## src/rtl/iofrz_pkg.sv

```systemverilog
package iofrz_pkg;

    typedef enum logic [1:0] {
        PH_IDLE = 2'd0,
        PH_STEP = 2'd1,
        PH_WAIT = 2'd2
    } phase_e;

    // controls of a plain channel; all zero is the frozen pattern
    typedef struct packed {
        logic slew_n;
        logic pull_n;
        logic tri_n;
        logic hold_n;
        logic cfg_done;
    } simple_ctl_t;

    // controls of the hot channel
    typedef struct packed {
        logic slew_n;
        logic pull_n;
        logic tri_n;
        logic hold_n;
        logic cfg_done;
        logic reg_rst;
        logic oct_rst;
        logic cal_en;
        logic dll_rst;
    } hot_ctl_t;

    localparam hot_ctl_t HOT_FROZEN = 9'b00000_1101;

    // duration in ps -> clock cycles, rounded up, minimum one
    function automatic int unsigned ps_to_cyc(longint unsigned dur_ps,
                                              longint unsigned clk_ps);
        longint unsigned n;
        n = (dur_ps + clk_ps - 1) / clk_ps;
        if (n == 0) n = 1;
        return int'(n);
    endfunction

    function automatic int unsigned max4(int unsigned a, int unsigned b,
                                         int unsigned c, int unsigned d);
        int unsigned m;
        m = a;
        if (b > m) m = b;
        if (c > m) m = c;
        if (d > m) m = d;
        return m;
    endfunction

endpackage

```

## src/rtl/iofrz_timer.sv

```systemverilog
module iofrz_timer #(
    parameter int unsigned TW = 12
) (
    input  logic          clk,
    input  logic          rst_n,
    input  logic          load,
    input  logic [TW-1:0] load_val,
    output logic          expire
);
    logic [TW-1:0] cnt_d, cnt_q;

    always_comb begin
        cnt_d = cnt_q;
        if (load)
            cnt_d = load_val;
        else if (cnt_q != '0)
            cnt_d = cnt_q - TW'(1);
    end

    always_ff @(posedge clk or negedge rst_n) begin
        if (!rst_n) cnt_q <= '0;
        else        cnt_q <= cnt_d;
    end

    assign expire = (cnt_q == TW'(1));

    // the shared counter is only reloaded once the previous wait has run out
    assert_load_when_idle_R12: assert property (@(posedge clk) disable iff (!rst_n)
        load |-> (cnt_q == '0));

endmodule

```

## src/rtl/iofrz_ctrl.sv

```systemverilog
module iofrz_ctrl
    import iofrz_pkg::*;
#(
    parameter int unsigned NS      = 3,
    parameter int unsigned G_SHORT = 4,
    parameter int unsigned G_LONG  = 8,
    parameter int unsigned W_CAL   = 4000,
    parameter int unsigned W_OCT   = 132,
    parameter int unsigned TW      = 12
) (
    input  logic                 clk,
    input  logic                 rst_n,
    input  logic                 req_valid,
    input  logic                 req_thaw,
    input  logic                 tmr_expire,
    output logic                 tmr_load,
    output logic [TW-1:0]        tmr_val,
    output logic                 ack,
    output logic                 done,
    output logic                 busy,
    output logic                 src_sw,
    output simple_ctl_t [NS-1:0] sc,
    output hot_ctl_t             hc,
    output logic [NS:0]          frozen
);
    localparam int unsigned CH_W = $clog2(NS + 1);
    localparam int unsigned SI_W = (NS > 1) ? $clog2(NS) : 1;

    typedef struct packed {
        phase_e                phase;
        logic                  thaw;
        logic [CH_W-1:0]       ch;
        logic [2:0]            step;
        simple_ctl_t [NS-1:0]  sc;
        hot_ctl_t              hc;
        logic [NS:0]           frozen;
        logic                  src;
        logic                  ack;
        logic                  done;
    } st_t;

    st_t d, q;
    logic [TW-1:0] gap;
    logic          last;
    logic          end_ch;
    logic [SI_W-1:0] sidx;

    assign sidx = q.ch[SI_W-1:0];

    always_comb begin
        d        = q;
        d.ack    = 1'b0;
        d.done   = 1'b0;
        tmr_load = 1'b0;
        tmr_val  = '0;
        gap      = TW'(1);
        last     = 1'b0;
        end_ch   = 1'b0;
        unique case (q.phase)
            PH_IDLE: begin
                if (req_valid) begin
                    d.ack = 1'b1;
                    if (req_thaw ? (q.frozen == '0) : (&q.frozen)) begin
                        d.done = 1'b1;
                    end else begin
                        d.src   = 1'b1;
                        d.phase = PH_STEP;
                        d.thaw  = req_thaw;
                        d.ch    = '0;
                        d.step  = '0;
                    end
                end
            end
            PH_WAIT: begin
                if (tmr_expire) d.phase = PH_STEP;
            end
            PH_STEP: begin
                if (q.ch == CH_W'(NS)) begin
                    // hot channel
                    if (!q.thaw) begin
                        unique case (q.step)
                            3'd0: begin
                                d.hc.slew_n = 1'b0;
                                d.hc.pull_n = 1'b0;
                                d.hc.tri_n  = 1'b0;
                            end
                            3'd1: begin
                                d.hc.hold_n   = 1'b0;
                                d.hc.cfg_done = 1'b0;
                                d.hc.reg_rst  = 1'b1;
                                d.hc.oct_rst  = 1'b1;
                            end
                            default: begin
                                d.hc.cal_en    = 1'b0;
                                d.hc.dll_rst   = 1'b1;
                                d.frozen[NS]   = 1'b1;
                                last           = 1'b1;
                            end
                        endcase
                    end else begin
                        unique case (q.step)
                            3'd0: begin
                                d.hc.dll_rst = 1'b0;
                                gap = TW'(G_LONG);
                            end
                            3'd1: begin
                                d.hc.cal_en = 1'b1;
                                gap = TW'(W_CAL);
                            end
                            3'd2: begin
                                d.hc.hold_n   = 1'b1;
                                d.hc.cfg_done = 1'b1;
                                d.hc.oct_rst  = 1'b0;
                                gap = TW'(W_OCT);
                            end
                            3'd3: begin
                                d.hc.pull_n = 1'b1;
                                d.hc.tri_n  = 1'b1;
                                gap = TW'(G_LONG);
                            end
                            3'd4: begin
                                d.hc.reg_rst = 1'b0;
                                gap = TW'(G_LONG);
                            end
                            default: begin
                                d.hc.slew_n  = 1'b1;
                                d.frozen[NS] = 1'b0;
                                last         = 1'b1;
                            end
                        endcase
                    end
                end else begin
                    // plain channel
                    if (!q.thaw) begin
                        if (q.step == 3'd0) begin
                            d.sc[sidx].slew_n = 1'b0;
                            d.sc[sidx].pull_n = 1'b0;
                            d.sc[sidx].tri_n  = 1'b0;
                            gap = TW'(G_SHORT);
                        end else begin
                            d.sc[sidx].hold_n   = 1'b0;
                            d.sc[sidx].cfg_done = 1'b0;
                            d.frozen[q.ch]      = 1'b1;
                            end_ch              = 1'b1;
                        end
                    end else begin
                        unique case (q.step)
                            3'd0: begin
                                d.sc[sidx].hold_n   = 1'b1;
                                d.sc[sidx].cfg_done = 1'b1;
                                gap = TW'(G_SHORT);
                            end
                            3'd1: begin
                                d.sc[sidx].pull_n = 1'b1;
                                d.sc[sidx].tri_n  = 1'b1;
                                gap = TW'(G_SHORT);
                            end
                            default: begin
                                d.sc[sidx].slew_n = 1'b1;
                                d.frozen[q.ch]    = 1'b0;
                                end_ch            = 1'b1;
                            end
                        endcase
                    end
                end
                if (last) begin
                    d.done  = 1'b1;
                    d.phase = PH_IDLE;
                end else begin
                    if (end_ch) begin
                        d.ch   = CH_W'(q.ch + 1'b1);
                        d.step = '0;
                    end else begin
                        d.step = q.step + 3'd1;
                    end
                    if (gap > TW'(1)) begin
                        tmr_load = 1'b1;
                        tmr_val  = gap - TW'(1);
                        d.phase  = PH_WAIT;
                    end
                end
            end
            default: d.phase = PH_IDLE;
        endcase
    end

    always_ff @(posedge clk or negedge rst_n) begin
        if (!rst_n) begin
            q        <= '0;
            q.hc     <= HOT_FROZEN;
            q.frozen <= '1;
        end else begin
            q <= d;
        end
    end

    assign ack    = q.ack;
    assign done   = q.done;
    assign busy   = (q.phase != PH_IDLE);
    assign src_sw = q.src;
    assign sc     = q.sc;
    assign hc     = q.hc;
    assign frozen = q.frozen;

    assert_ack_pulse_R2: assert property (@(posedge clk) disable iff (!rst_n)
        q.ack |=> !q.ack);

    assert_status_after_src_R2: assert property (@(posedge clk) disable iff (!rst_n)
        !$stable(q.frozen) |-> $past(q.src));

    assert_done_pulse_R11: assert property (@(posedge clk) disable iff (!rst_n)
        q.done |=> !q.done);

    assert_busy_no_ack_R9: assert property (@(posedge clk) disable iff (!rst_n)
        (busy && req_valid) |=> !q.ack);

    assert_cal_after_dll_R7: assert property (@(posedge clk) disable iff (!rst_n)
        $rose(q.hc.cal_en) |-> !$past(q.hc.dll_rst));

    assert_hold_after_pads_R6: assert property (@(posedge clk) disable iff (!rst_n)
        $fell(q.hc.hold_n) |-> (!$past(q.hc.tri_n) && !$past(q.hc.slew_n)));

    for (genvar i = 0; i < NS; i++) begin : g_chk
        assert_hold_after_pads_R3: assert property (@(posedge clk) disable iff (!rst_n)
            $fell(q.sc[i].hold_n) |-> (!$past(q.sc[i].pull_n) && !$past(q.sc[i].slew_n)));
        assert_pull_after_hold_R4: assert property (@(posedge clk) disable iff (!rst_n)
            $rose(q.sc[i].pull_n) |-> $past(q.sc[i].hold_n));
        assert_slew_after_pull_R4: assert property (@(posedge clk) disable iff (!rst_n)
            $rose(q.sc[i].slew_n) |-> $past(q.sc[i].pull_n));
    end

endmodule

```

## src/rtl/iofrz_seq.sv

```systemverilog
module iofrz_seq
    import iofrz_pkg::*;
#(
    parameter int unsigned NS         = 3,
    parameter int unsigned CLK_PS     = 5000,
    parameter int unsigned GAP_S_NS   = 20,
    parameter int unsigned GAP_L_NS   = 40,
    parameter int unsigned OSC_PS     = 20000,
    parameter int unsigned CAL_OSC    = 1000,
    parameter int unsigned OCT_OSC    = 33
) (
    input  logic          clk,
    input  logic          rst_n,
    input  logic          req_valid,
    input  logic          req_thaw,
    output logic          req_ack,
    output logic          seq_done,
    output logic          busy,
    output logic          src_sw,
    output logic [NS-1:0] s_slew_n,
    output logic [NS-1:0] s_pull_n,
    output logic [NS-1:0] s_tri_n,
    output logic [NS-1:0] s_hold_n,
    output logic [NS-1:0] s_cfg_done,
    output logic          h_slew_n,
    output logic          h_pull_n,
    output logic          h_tri_n,
    output logic          h_hold_n,
    output logic          h_cfg_done,
    output logic          h_reg_rst,
    output logic          h_oct_rst,
    output logic          h_cal_en,
    output logic          h_dll_rst,
    output logic [NS:0]   frozen
);
    localparam int unsigned G_SHORT = ps_to_cyc(longint'(GAP_S_NS) * 1000, CLK_PS);
    localparam int unsigned G_LONG  = ps_to_cyc(longint'(GAP_L_NS) * 1000, CLK_PS);
    localparam int unsigned W_CAL   = ps_to_cyc(longint'(CAL_OSC) * OSC_PS, CLK_PS);
    localparam int unsigned W_OCT   = ps_to_cyc(longint'(OCT_OSC) * OSC_PS, CLK_PS);
    localparam int unsigned G_MAX   = max4(G_SHORT, G_LONG, W_CAL, W_OCT);
    localparam int unsigned TW      = $clog2(G_MAX + 1);

    logic                 tmr_load;
    logic [TW-1:0]        tmr_val;
    logic                 tmr_expire;
    simple_ctl_t [NS-1:0] sc;
    hot_ctl_t             hc;

    iofrz_timer #(.TW(TW)) u_timer (
        .clk      (clk),
        .rst_n    (rst_n),
        .load     (tmr_load),
        .load_val (tmr_val),
        .expire   (tmr_expire)
    );

    iofrz_ctrl #(
        .NS      (NS),
        .G_SHORT (G_SHORT),
        .G_LONG  (G_LONG),
        .W_CAL   (W_CAL),
        .W_OCT   (W_OCT),
        .TW      (TW)
    ) u_ctrl (
        .clk        (clk),
        .rst_n      (rst_n),
        .req_valid  (req_valid),
        .req_thaw   (req_thaw),
        .tmr_expire (tmr_expire),
        .tmr_load   (tmr_load),
        .tmr_val    (tmr_val),
        .ack        (req_ack),
        .done       (seq_done),
        .busy       (busy),
        .src_sw     (src_sw),
        .sc         (sc),
        .hc         (hc),
        .frozen     (frozen)
    );

    for (genvar i = 0; i < NS; i++) begin : g_map
        assign s_slew_n[i]   = sc[i].slew_n;
        assign s_pull_n[i]   = sc[i].pull_n;
        assign s_tri_n[i]    = sc[i].tri_n;
        assign s_hold_n[i]   = sc[i].hold_n;
        assign s_cfg_done[i] = sc[i].cfg_done;
    end

    assign h_slew_n   = hc.slew_n;
    assign h_pull_n   = hc.pull_n;
    assign h_tri_n    = hc.tri_n;
    assign h_hold_n   = hc.hold_n;
    assign h_cfg_done = hc.cfg_done;
    assign h_reg_rst  = hc.reg_rst;
    assign h_oct_rst  = hc.oct_rst;
    assign h_cal_en   = hc.cal_en;
    assign h_dll_rst  = hc.dll_rst;

endmodule

```

## config.mk

```make
export PLATFORM = sky130hd
export DESIGN_NAME = iofrz_seq
export DESIGN_NICKNAME = d
export VERILOG_FILES = /design/src/rtl/iofrz_pkg.sv /design/src/rtl/iofrz_timer.sv /design/src/rtl/iofrz_ctrl.sv /design/src/rtl/iofrz_seq.sv
export SDC_FILE = /design/constraint.sdc
export NUM_CORES = 1
export LEC_CHECK = 0
export CAP_MARGIN = 20
export CORE_MARGIN = 8
export CORE_UTILIZATION = 51
export DETAILED_ROUTE_END_ITERATION = 7
export PLACE_DENSITY = 0.77
export SETUP_SLACK_MARGIN = 0.4
export SYNTH_ARGS = -nofsm -noshare
export SYNTH_HDL_FRONTEND = slang
export SYNTH_SLANG_ARGS = --single-unit
```

## constraint.sdc

```tcl
create_clock -name clk -period 2.3 [get_ports clk]
set_input_delay 0.23 -clock clk [delete_from_list [all_inputs] [get_ports clk]]
set_output_delay 0.23 -clock clk [all_outputs]
set_load 0.01 [all_outputs]
```

==> impl_metrics.ini, run 1 <==
[routing]
drt_pre_antenna_iters = 4
ant_nets = 0
vias_per_cell = 5.636
vias = 2604
wl_per_cell_um = 17.20
drtIter0Drc = 221
wirelength_um = 7948
drcViolationCount = 0

[global_routing]
overflow = 0
grtUsageTotal = 0.1743
grt_max_degree = 30
grt_pass1_wl_um = 12200
antenna_found_initial = 0
grt_pass1_vias = 2495

[place]
placedInstanceArea_um2 = 3462
numPortBuffers = 35
place.gp.congestion = 0.9185
dp.cells = 425
hpwlAfterDp_um = 5424

[timing]
maxSlewViolCount = 0
worst_pin_slew_ns = 0.6475
fmax_mhz = 444.2
relSlewSlack = 0.5683
skew_ns = 0.007766
final_hold_viol_count = 0
min_period_ns = 2.251
rsz0062_at_grt = true
fin_tns_setup_ns = 0
setup_viol = 0
fin_crit_sh = 0.9787

[power_and_ir_drop]
peakVddDrop_mv = 0.5631
clockPowerShare = 0.108
power.internal_uw = 2843
powerDensity_nw_per_um2 = 1244
swShare = 0.4243
comb_power_share = 0.612
leakage_uw = 0.001678
netSwitchingPower_uw = 2095
seqPwrFrac = 0.281

[cells_and_area]
layout.nets = 403
drive_gt1_frac = 0.3127
fillers = 445
postLayoutCellArea_um2 = 3968
syn_to_final_growth_pct = 31.80
antenna_cells = 0
layout.cells.non_filler = 462

[clock_network]
clockBufferDepth = 2
h-tree-depth = 2
numCtsBuffers = 5
cts_sinks = 49
clk_latency_ns = 0.31
cts_tree = built
path_clk_slew_ns = 0.10
cts_root_buf = clkbuf_8

[synthesis]
synth_cell_types = 49
ys_ff_latch = 49
yosysSeqAreaShare = 0.4102
synth_flop_cell = dfrtp_1
async_flop_share = 1.000
netlist_area_um2 = 3010
synthCells = 330
synthesis.nets = 347
ys_warn_count = 0
avgSynthCellArea_um2 = 9.122
synth_edf_count = 0

[setup_path]
max_stage_delay_ns = 0.43
start_kind = register
cp_top_family = multiplexers
crit_arrival_ns = 2.45
cp.required_ns = 2.50
critical_path_class = reg -> reg
crit_chain = buf_4 > ha_4 > ha_4 > mux2_2 > a2bb2oi_4 > a31oi_4 > nor4_4 > buf_4 > buf_12 > mux2_4
r2r-start = u_ctrl.q[32]
critPathBufInv = 3
worst_path_max_delay_cell = dfrtp_1
worst-path-max-fanout = 5
endpoint_kind = register
critPathLaunch = u_ctrl.q[32]

[floorplan]
die_y_um = 92.83
design.core.area_um2 = 5816
die_area_um2 = 8617
num_io_pins = 36
initial_utilization = 0.5176
rows = 28
die_x_um = 92.83

[worst_hold_path]
min_path_type = in -> async

[job]
cap_violations = 0

[run_status]
status = finished, final reports clean
[layer usage]
layer  track usage  up-vias  routed length [µm]
li1              -     1230                   -
met1        0.2032     1273                3273
met2        0.3065       83                4144
met3       0.04045       18                 360
met4       0.05772        0                 169
met5             0        -                   0
[worst register-to-register path, stage by stage, from the launching register on]
cell and delay [ns]:
dfrtp_1 0.43, buf_4 0.16, ha_4 0.17, ha_4 0.16
mux2_2 0.29, a2bb2oi_4 0.16, a31oi_4 0.16, nor4_4 0.06
buf_4 0.14, buf_12 0.12, mux2_4 0.29
[cells in the final DEF (no fill, tap or decap), drive strengths merged, types with 2 or more instances in the layout]
cell type and count:
a21oi 46, a31oi 6, and2 4, buf 47, clkbuf 5, clkdlybuf4s50 34
dfrtp 42, dfstp 7, ha 13, inv 20, mux2 12, mux2i 6
nand2 24, nand2b 3, nand3 10, nor2 42, nor2b 5, nor3 8
nor3b 2, nor4 3, o21ai 17, o31ai 5, or4 3, xor2 3
[per-stage QoR]
step / hold slack, ns / utilization / power (µW) / worst slack, ns
2_1_floorplan: -0.06559 / - / 3045 / 0.01963
3_3_place_gp: 0.2764 / 0.5953 / 3656 / 0.04770
3_5_place_dp: 0.2833 / 0.5953 / 3726 / -0.09773
4_1_cts: 0.4759 / 0.6482 / 4532 / 0.04014
5_1_grt: 0.5055 / 0.6822 / 5252 / -0.01342
6_report: 0.4656 / 0.6822 / 4937 / 0.04894
[Yosys cell counts, types with 3 or more instances]
library cell | number | area (µm²)
a21oi_1 | 45 | 225.2
dfrtp_1 | 42 | 1051
nor2_1 | 42 | 157.7
nand2_1 | 24 | 90.09
buf_4 | 23 | 172.7
inv_1 | 19 | 71.32
o21ai_0 | 14 | 70.07
ha_1 | 13 | 162.7
mux2_2 | 10 | 112.6
nand3_1 | 10 | 50.05
dfstp_2 | 7 | 183.9
nor3_1 | 7 | 35.03
mux2i_1 | 6 | 60.06
a31oi_1 | 5 | 31.28
nor2b_1 | 5 | 31.28
o31ai_1 | 5 | 37.54
and2_1 | 4 | 25.02
clkbuf_1 | 4 | 15.01
buf_2 | 3 | 15.01
nand2b_1 | 3 | 18.77
o21ai_1 | 3 | 15.01
xor2_1 | 3 | 26.28
[power by group through the flow]
stage	sequential (µW)	clock, µW	combinational (µW)
6_report	1390	531	3020
3_5_place_dp	1390	0	2330
4_1_cts	1370	544	2610
5_1_grt	1420	577	3260
3_3_place_gp	1380	0	2280
2_1_floorplan	1320	0	1730
[final cells by class]
class	count	area (µm²)	area share
multi-input cells	228	1709	0.4308
clock buffers	5	68.82	0.01734
inverters	19	73.82	0.01861
clock inverters	3	25.02	0.006307
flip-flops and latches	49	1240	0.3125
repair buffers	83	757.0	0.1908
well taps	75	93.84	0.02365
[final timing paths]
kind                                    endpoint  slack (ns)  cells past startpoint
worst max-delay path            u_timer.cnt_q[4]        0.05                     10
worst min-delay path                u_ctrl.hc[5]        0.47                      2
worst max register to register  u_timer.cnt_q[4]        0.05                     10
worst min register to register     u_ctrl.src_sw        0.47                      1
max in group asynchronous           u_ctrl.q[38]        1.22                      3
min in group clk                   u_ctrl.src_sw        0.47                      1
[registers in the layout, summed over array words and instances, names as in the netlist, named ones only]
signal / count
u_ctrl.q: 6
u_ctrl.sc: 15
u_ctrl.sidx: 2
u_ctrl.done: 1
u_ctrl.ack: 1
u_ctrl.src_sw: 1
u_timer.cnt_q: 12
u_ctrl.hc: 7
[logic make-up (layout without fill, tap and decap cells)]
family,count (synthesis),count (layout),synth area share
AND/OR/NAND/NOR,111,111,0.1941
AO/OA/AOI/OAI,82,82,0.1617
buffers and inverters,53,110,0.1010
flip-flops,49,49,0.4102
multiplexers,18,18,0.06733
adder cells (fa/ha/maj),13,13,0.05403
XOR/XNOR,4,4,0.01164
[what timing repair did]
item / CTS / global route
hold endpoints to repair: 20 / 0
gates resized for setup: 12 / 26
cloned: 1 / 0
hold buffers: 1 / 0
buffers inserted: 16 / 11
setup endpoints to repair: 40 / 36
pin swaps: 7 / 4
Note: power is estimated with default switching activity, not from simulation.
==> run 2: changes to the inputs <==
ABC_AREA = 1   (was unset)
CAP_MARGIN = unset   (was 20)
CORE_UTILIZATION = 50   (was 51)
PLACE_DENSITY = 0.76   (was 0.77)
SLEW_MARGIN = 30   (was unset)
==> run 2 against run 1 <==
  * Worst hold slack got worse by 0.46 ns
  * Synthesized area decreased by 2.7%
  * Core utilization decreased by 3.1 points
  * Die area decreased by 0.67%
  * Register-to-register slack improved by 0.33 ns
==> impl_metrics.ini, run 2 <==
[power_and_ir_drop]
swShare = 0.4466
powerDensity_nw_per_um2 = 1455
comb_power_share = 0.617
seqPwrFrac = 0.268
clockPowerShare = 0.115
leakage_uw = 0.001762
netSwitchingPower_uw = 2447
total_power_uw = 5478
peakVddDrop_mv = 0.5911
power.internal_uw = 3031

[timing]
fin_crit_sh = 0.8354
whs_ns = 0.009450
relSlewSlack = 0.5908
min_period_ns = 1.921
maxSlewViolCount = 0
setup_slack_ns = 0.3786
worst_pin_slew_ns = 0.6138
fmax_mhz = 520.5
rsz0062_at_grt = true
fin_tns_setup_ns = 0
skew_ns = 0.01454
final_hold_viol_count = 0
setup_viol = 0

[floorplan]
design.core.area_um2 = 5781
die_x_um = 92.52
rows = 28
num_io_pins = 36
die_y_um = 92.52
die_area_um2 = 8560
initial_utilization = 0.5065

[synthesis]
synth_flop_cell = dfrtp_1
yosysMostFrequentCell = nand2_1
synthCells = 371
ys_ff_latch = 49
ys_warn_count = 0
synth_top_area_share = 0.3590
ys_top_cells_by_count = nand2_1, inv_1, nor2_1
synth_edf_count = 0
netlist_area_um2 = 2928
yosysSeqAreaShare = 0.4218
synthesis.nets = 388
async_flop_share = 1.000
synth_largest_area_cell = dfrtp_1
synth_cell_types = 35
avgSynthCellArea_um2 = 7.892
synth_area_leaders = dfrtp_1, nand2_1, inv_1, dfstp_2, nor2_1

[clock_network]
cts_tree = built
cts.hold.buffers_added = 0
clk_latency_ns = 0.31
clockBufferDepth = 2
cts_sinks = 49
cts_root_buf = clkbuf_8
h-tree-depth = 2
path_clk_slew_ns = 0.10
numCtsBuffers = 5

[routing]
ant_nets = 0
vias_per_cell = 5.428
drt_pre_antenna_iters = 5
wirelength_um = 7512
vias = 2649
drtIter0Drc = 322
wl_per_cell_um = 15.39
drcViolationCount = 0

[place]
hpwlAfterDp_um = 4545
place.gp.congestion = 0.9067
placedInstanceArea_um2 = 3209
post-place-ws_ns = 0.2706
numPortBuffers = 35

[cells_and_area]
antenna_cells = 0
largest_register_ffs = 15
postLayoutCellArea_um2 = 3765
drive_gt1_frac = 0.2228
syn_to_final_growth_pct = 28.59
layout.nets = 429
layout.cells.most_common = inv_1
final_cell_mix = inv_1, nand2_1, nor2_1, dfrtp_1, clkdlybuf4s50_1

[setup_path]
crit_arrival_ns = 2.16
endpoint_kind = register
r2r_slack_ns = 0.38
cp.required_ns = 2.54
crit_chain = ha_4 > ha_2 > nor2_2 > nand3_2 > nand2_2 > nand2_1 > nand2_2 > clkinv_4 > buf_12 > nand2_8 > nand2_2 > a21oi_2
worst_path_max_delay_cell = dfrtp_2
cp_common_cell = nand2_2
worst-path-max-fanout = 7
critical_path_class = reg -> reg
max_stage_delay_ns = 0.46
start_kind = register

[global_routing]
grt_max_degree = 50
antenna_found_initial = 0
grt_pass1_vias = 2298
overflow = 0
grtUsageTotal = 0.1528
grt_pass1_wl_um = 10730

[worst_hold_path]
min_path_type = in -> async

[run_status]
status = finished, final reports clean

[job]
cap_violations = 0
## run 2: cell count changes in the layout (fill, tap and decap cells not counted), moves of 5 or more
| cell | change |
|---|---|
| mux2i_1 | -6 |
| buf_4 | -27 |
| a21oi_1 | -24 |
| nand2_4 | +5 |
| xor2_1 | +6 |
| nand2_2 | +8 |
| mux2_4 | -5 |
| mux2_2 | -7 |
| nand3_1 | +16 |
| nand2_8 | +6 |
| inv_1 | +42 |
| nand2_1 | +32 |
## run 2: power by group through the flow
stage / Sequential, µW / Clock, µW / Combinational [µW]
finish: 1470 / 628 / 3380
global route: 1510 / 673 / 3690
CTS: 1450 / 636 / 2470
detailed placement: 1460 / 0 / 2320
global placement: 1440 / 0 / 2280
floorplan: 1410 / 0 / 1780
## run 2: cell type report
cell class              count  area (µm²)
repair buffers             54       529.3
repair inverters            1       11.26
clock inverters             3       43.79
fillers                   444        2016
multi-input cells         236        1509
well taps                  75       93.84
clock buffers               5       68.82
inverters                  65       270.3
flip-flops and latches     49        1239
## run 2: layer usage
| layer | up-vias | wire length [µm] | track usage | part of all wire |
|---|---|---|---|---|
| met4 | 0 | 240 | 0.04027 | 0.032 |
| met1 | 1249 | 3059 | 0.1968 | 0.41 |
| li1 | 1238 | - | - | - |
| met5 | - | 0 | 0 | 0 |
| met2 | 129 | 3679 | 0.2461 | 0.49 |
| met3 | 33 | 534 | 0.04288 | 0.071 |
## run 2: worst max-delay path: cells and delay by family, from the launching register on
kind / cells / cell delay, ns
adder cells (fa/ha/maj): 2 / 0.36
AO/OA/AOI/OAI: 1 / 0.14
buffers and inverters: 2 / 0.26
flip-flops: 1 / 0.46
AND/OR/NAND/NOR: 7 / 0.61
## run 2: cell families after synthesis
logic type	after synthesis	synth area share
adders and majority gates	13	0.05556
buffers and inverters	88	0.1449
xor gates and xnor gates	10	0.02992
and+or+nand+nor	163	0.2547
DFF	49	0.4218
AOI/OAI and AO/OA	48	0.09316
## run 2: per-stage QoR
stage / util / std cells
final: 0.6513 / 488
after global routing: 0.6513 / 488
after CTS: 0.5866 / 469
after detailed placement: 0.5552 / 460
after global placement: 0.5552 / 460
after floorplan: - / 371
## run 2: repair_timing
| action | CTS | global route |
|---|---|---|
| gates cloned | 0 | 3 |
| setup buffers | 1 | 16 |
| gates resized for setup | 13 | 48 |
| endpoints found under the setup margin | 14 | 37 |
| endpoints found under the hold margin | 0 | 0 |
| pin swaps | 0 | 25 |
## run 2: final timing paths
kind / from / to / depth (start not counted)
worst max register to register: u_ctrl.q[31] / u_timer.cnt_q[11] / 12
max in group asynchronous: rst_n / u_ctrl.q[32] / 2
worst min register to register: u_ctrl.src_sw / u_ctrl.src_sw / 1
worst min-delay path: rst_n / u_timer.cnt_q[6] / 2
worst max-delay path: u_ctrl.q[31] / u_timer.cnt_q[11] / 12
min in group clk: u_ctrl.src_sw / u_ctrl.src_sw / 1
==> run 3: changes to the inputs <==
clock period = 1.55 ns   (was 2.3 ns; I/O delays follow)
==> run 3 against run 2 <==
  * The flow now finishes with violations (design-rule violations, negative setup slack)
  * Final cell count increased by 18%
  * Critical endpoint is now u_timer.cnt_q[10]
  * Clock power increased by 37%
  * Register-to-register slack got worse by 0.89 ns
  * Design area increased by 34%
  * Highest routed layer unchanged
  * Clock skew decreased by 0.0045 ns
  * Core utilization increased by 22 points
  * Sequential power increased by 54%
  * Critical path depth increased by 1
==> impl_metrics.ini, run 3 (same netlist as run 2, synthesis figures left out) <==
[run_status]
status = finished with violations
violations = design-rule violations, negative setup slack

[floorplan]
initial_utilization = 0.5065
design.core.area_um2 = 5781
die_y_um = 92.52
rows = 28
num_io_pins = 36
die_x_um = 92.52
die_area_um2 = 8560

[cells_and_area]
fillers = 239
largest_register_ffs = 15
layout.nets = 517
syn_to_final_growth_pct = 72.39
postLayoutCellArea_um2 = 5047
drive_gt1_frac = 0.5629
antenna_cells = 0
final_cell_mix = buf_4, buf_6, inv_1, nand2_1, dfrtp_1
layout.cells.most_common = buf_4
layout.cells.non_filler = 576
final_util = 0.8732

[routing]
drcViolationCount = 5
vias = 3468
ant_nets = 0
vias_per_cell = 6.021
wirelength_um = 13530
drt_pre_antenna_iters = 8
drtIter0Drc = 448
wl_per_cell_um = 23.49

[setup_path]
crit_chain = inv_2 > ha_4 > buf_4 > nor2_4 > nand3_2 > nand2_2 > nand2_2 > nand2_4 > inv_8 > nand2_8 > buf_4 > nand2_1 > a21oi_1
critPathBufInv = 4
critical_path_class = reg -> reg
worst_path_max_delay_cell = dfrtp_1
max_stage_delay_ns = 0.43
endpoint_kind = register
start_kind = register
worst-path-max-fanout = 7
cp.required_ns = 1.79
crit_arrival_ns = 2.29
r2r_slack_ns = -0.51
reg2regPathDepth = 13
r2r-start = u_ctrl.q[32]
crit_cells = 13
cp-endpoint = u_timer.cnt_q[10]
critPathLaunch = u_ctrl.q[32]
r2r_end = u_timer.cnt_q[10]
cp_top_family = simple AND/OR/NAND/NOR gates

[power_and_ir_drop]
swShare = 0.4984
seqPwrFrac = 0.195
netSwitchingPower_uw = 5783
leakage_uw = 0.002302
clockPowerShare = 0.074
peakVddDrop_mv = 1.646
powerDensity_nw_per_um2 = 2299
power.internal_uw = 5820
comb_power_share = 0.732

[clock_network]
clockBufferDepth = 2
numCtsBuffers = 5
cts_sinks = 49
cts_tree = built
cts_root_buf = clkbuf_8
h-tree-depth = 2
clk_latency_ns = 0.33
path_clk_slew_ns = 0.10

[timing]
fmax_mhz = 485.8
fin_tns_setup_ns = -11.79
worst_pin_slew_ns = 0.4379
skew_ns = 0.01008
maxSlewViolCount = 0
setup_viol = 45
relSlewSlack = 0.7077
setup_slack_ns = -0.5084
final_hold_viol_count = 0
rsz0062_at_grt = true
min_period_ns = 2.058
fin_crit_sh = 1.328

[global_routing]
grt_pass1_vias = 3038
grt_pass1_wl_um = 14940
antenna_found_initial = 0
grtUsageTotal = 0.2178
overflow = 0
grt_max_degree = 50

[worst_hold_path]
min_path_type = in -> async

[place]
hpwlAfterDp_um = 5304
place.gp.congestion = 0.8644
dp.cells = 515
placedInstanceArea_um2 = 3739
numPortBuffers = 35

[job]
cap_violations = 0
[run 3: worst min-delay path by stage]
stage / start / slack [ns] / end
finish: rst_n / 0.34 / u_ctrl.ack
global route: rst_n / 0.38 / u_ctrl.done
CTS: rst_n / 0.36 / u_ctrl.hc[7]
detailed placement: rst_n / 0.17 / u_timer.cnt_q[6]
global placement: rst_n / 0.16 / u_timer.cnt_q[6]
floorplan: rst_n / -0.14 / u_ctrl.ack
[run 3: through the flow]
| step | worst slack [ns] | power (µW) | hold slack [ns] |
|---|---|---|---|
| floorplan | -0.1251 | 4921 | -0.1406 |
| global placement | -0.2128 | 6835 | 0.1572 |
| detailed placement | -0.2944 | 6988 | 0.1662 |
| CTS | -0.2336 | 9074 | 0.3608 |
| global route | -0.6709 | 11980 | 0.3827 |
| finish | -0.5084 | 11600 | 0.3374 |
[run 3: what timing repair did]
| action | 4_1_cts | 5_1_grt |
|---|---|---|
| setup buffers | 28 | 22 |
| endpoints found under the hold margin | 42 | 0 |
| hold buffers | 1 | 0 |
| endpoints found under the setup margin | 80 | 72 |
| pin swaps | 44 | 47 |
| gates resized for setup | 172 | 132 |
| gates cloned | 0 | 2 |
[run 3: power groups by stage]
stage	logic, µW	clock network, µW	registers [µW]
3_3_place_gp	4680	0	2160
5_1_grt	8780	909	2290
4_1_cts	6100	840	2140
3_5_place_dp	4800	0	2190
6_report	8490	858	2260
2_1_floorplan	2820	0	2100
[run 3: routing by layer]
layer / global-route usage / up-vias / wire length [µm]
met5: 0 / - / 0
met4: 0.08322 / 0 / 1174
met3: 0.04126 / 122 / 1271
met2: 0.3832 / 321 / 6479
met1: 0.2563 / 1615 / 4607
li1: - / 1410 / -
[run 3: final cells by class]
| cell class | count | area (µm²) | share of cell area |
|---|---|---|---|
| clock inverters | 2 | 16.27 | 0.003223 |
| inverters | 65 | 277.8 | 0.05503 |
| repair inverters | 1 | 6.256 | 0.001239 |
| repair buffers | 143 | 1308 | 0.2590 |
| well taps | 75 | 93.84 | 0.01859 |
| multi-input cells | 235 | 2027 | 0.4016 |
| flip-flops and latches | 49 | 1236 | 0.2449 |
| clock buffers | 6 | 82.58 | 0.01636 |
[run 3: worst reg2reg max path, delay by kind of cell, from the launching register on]
kind / cells / cell delay, ns
buffers and inverters: 4 / 0.46
and+or+nand+nor: 7 / 0.71
DFF: 1 / 0.43
AOI/OAI and AO/OA: 1 / 0.18
adders and majority gates: 1 / 0.19
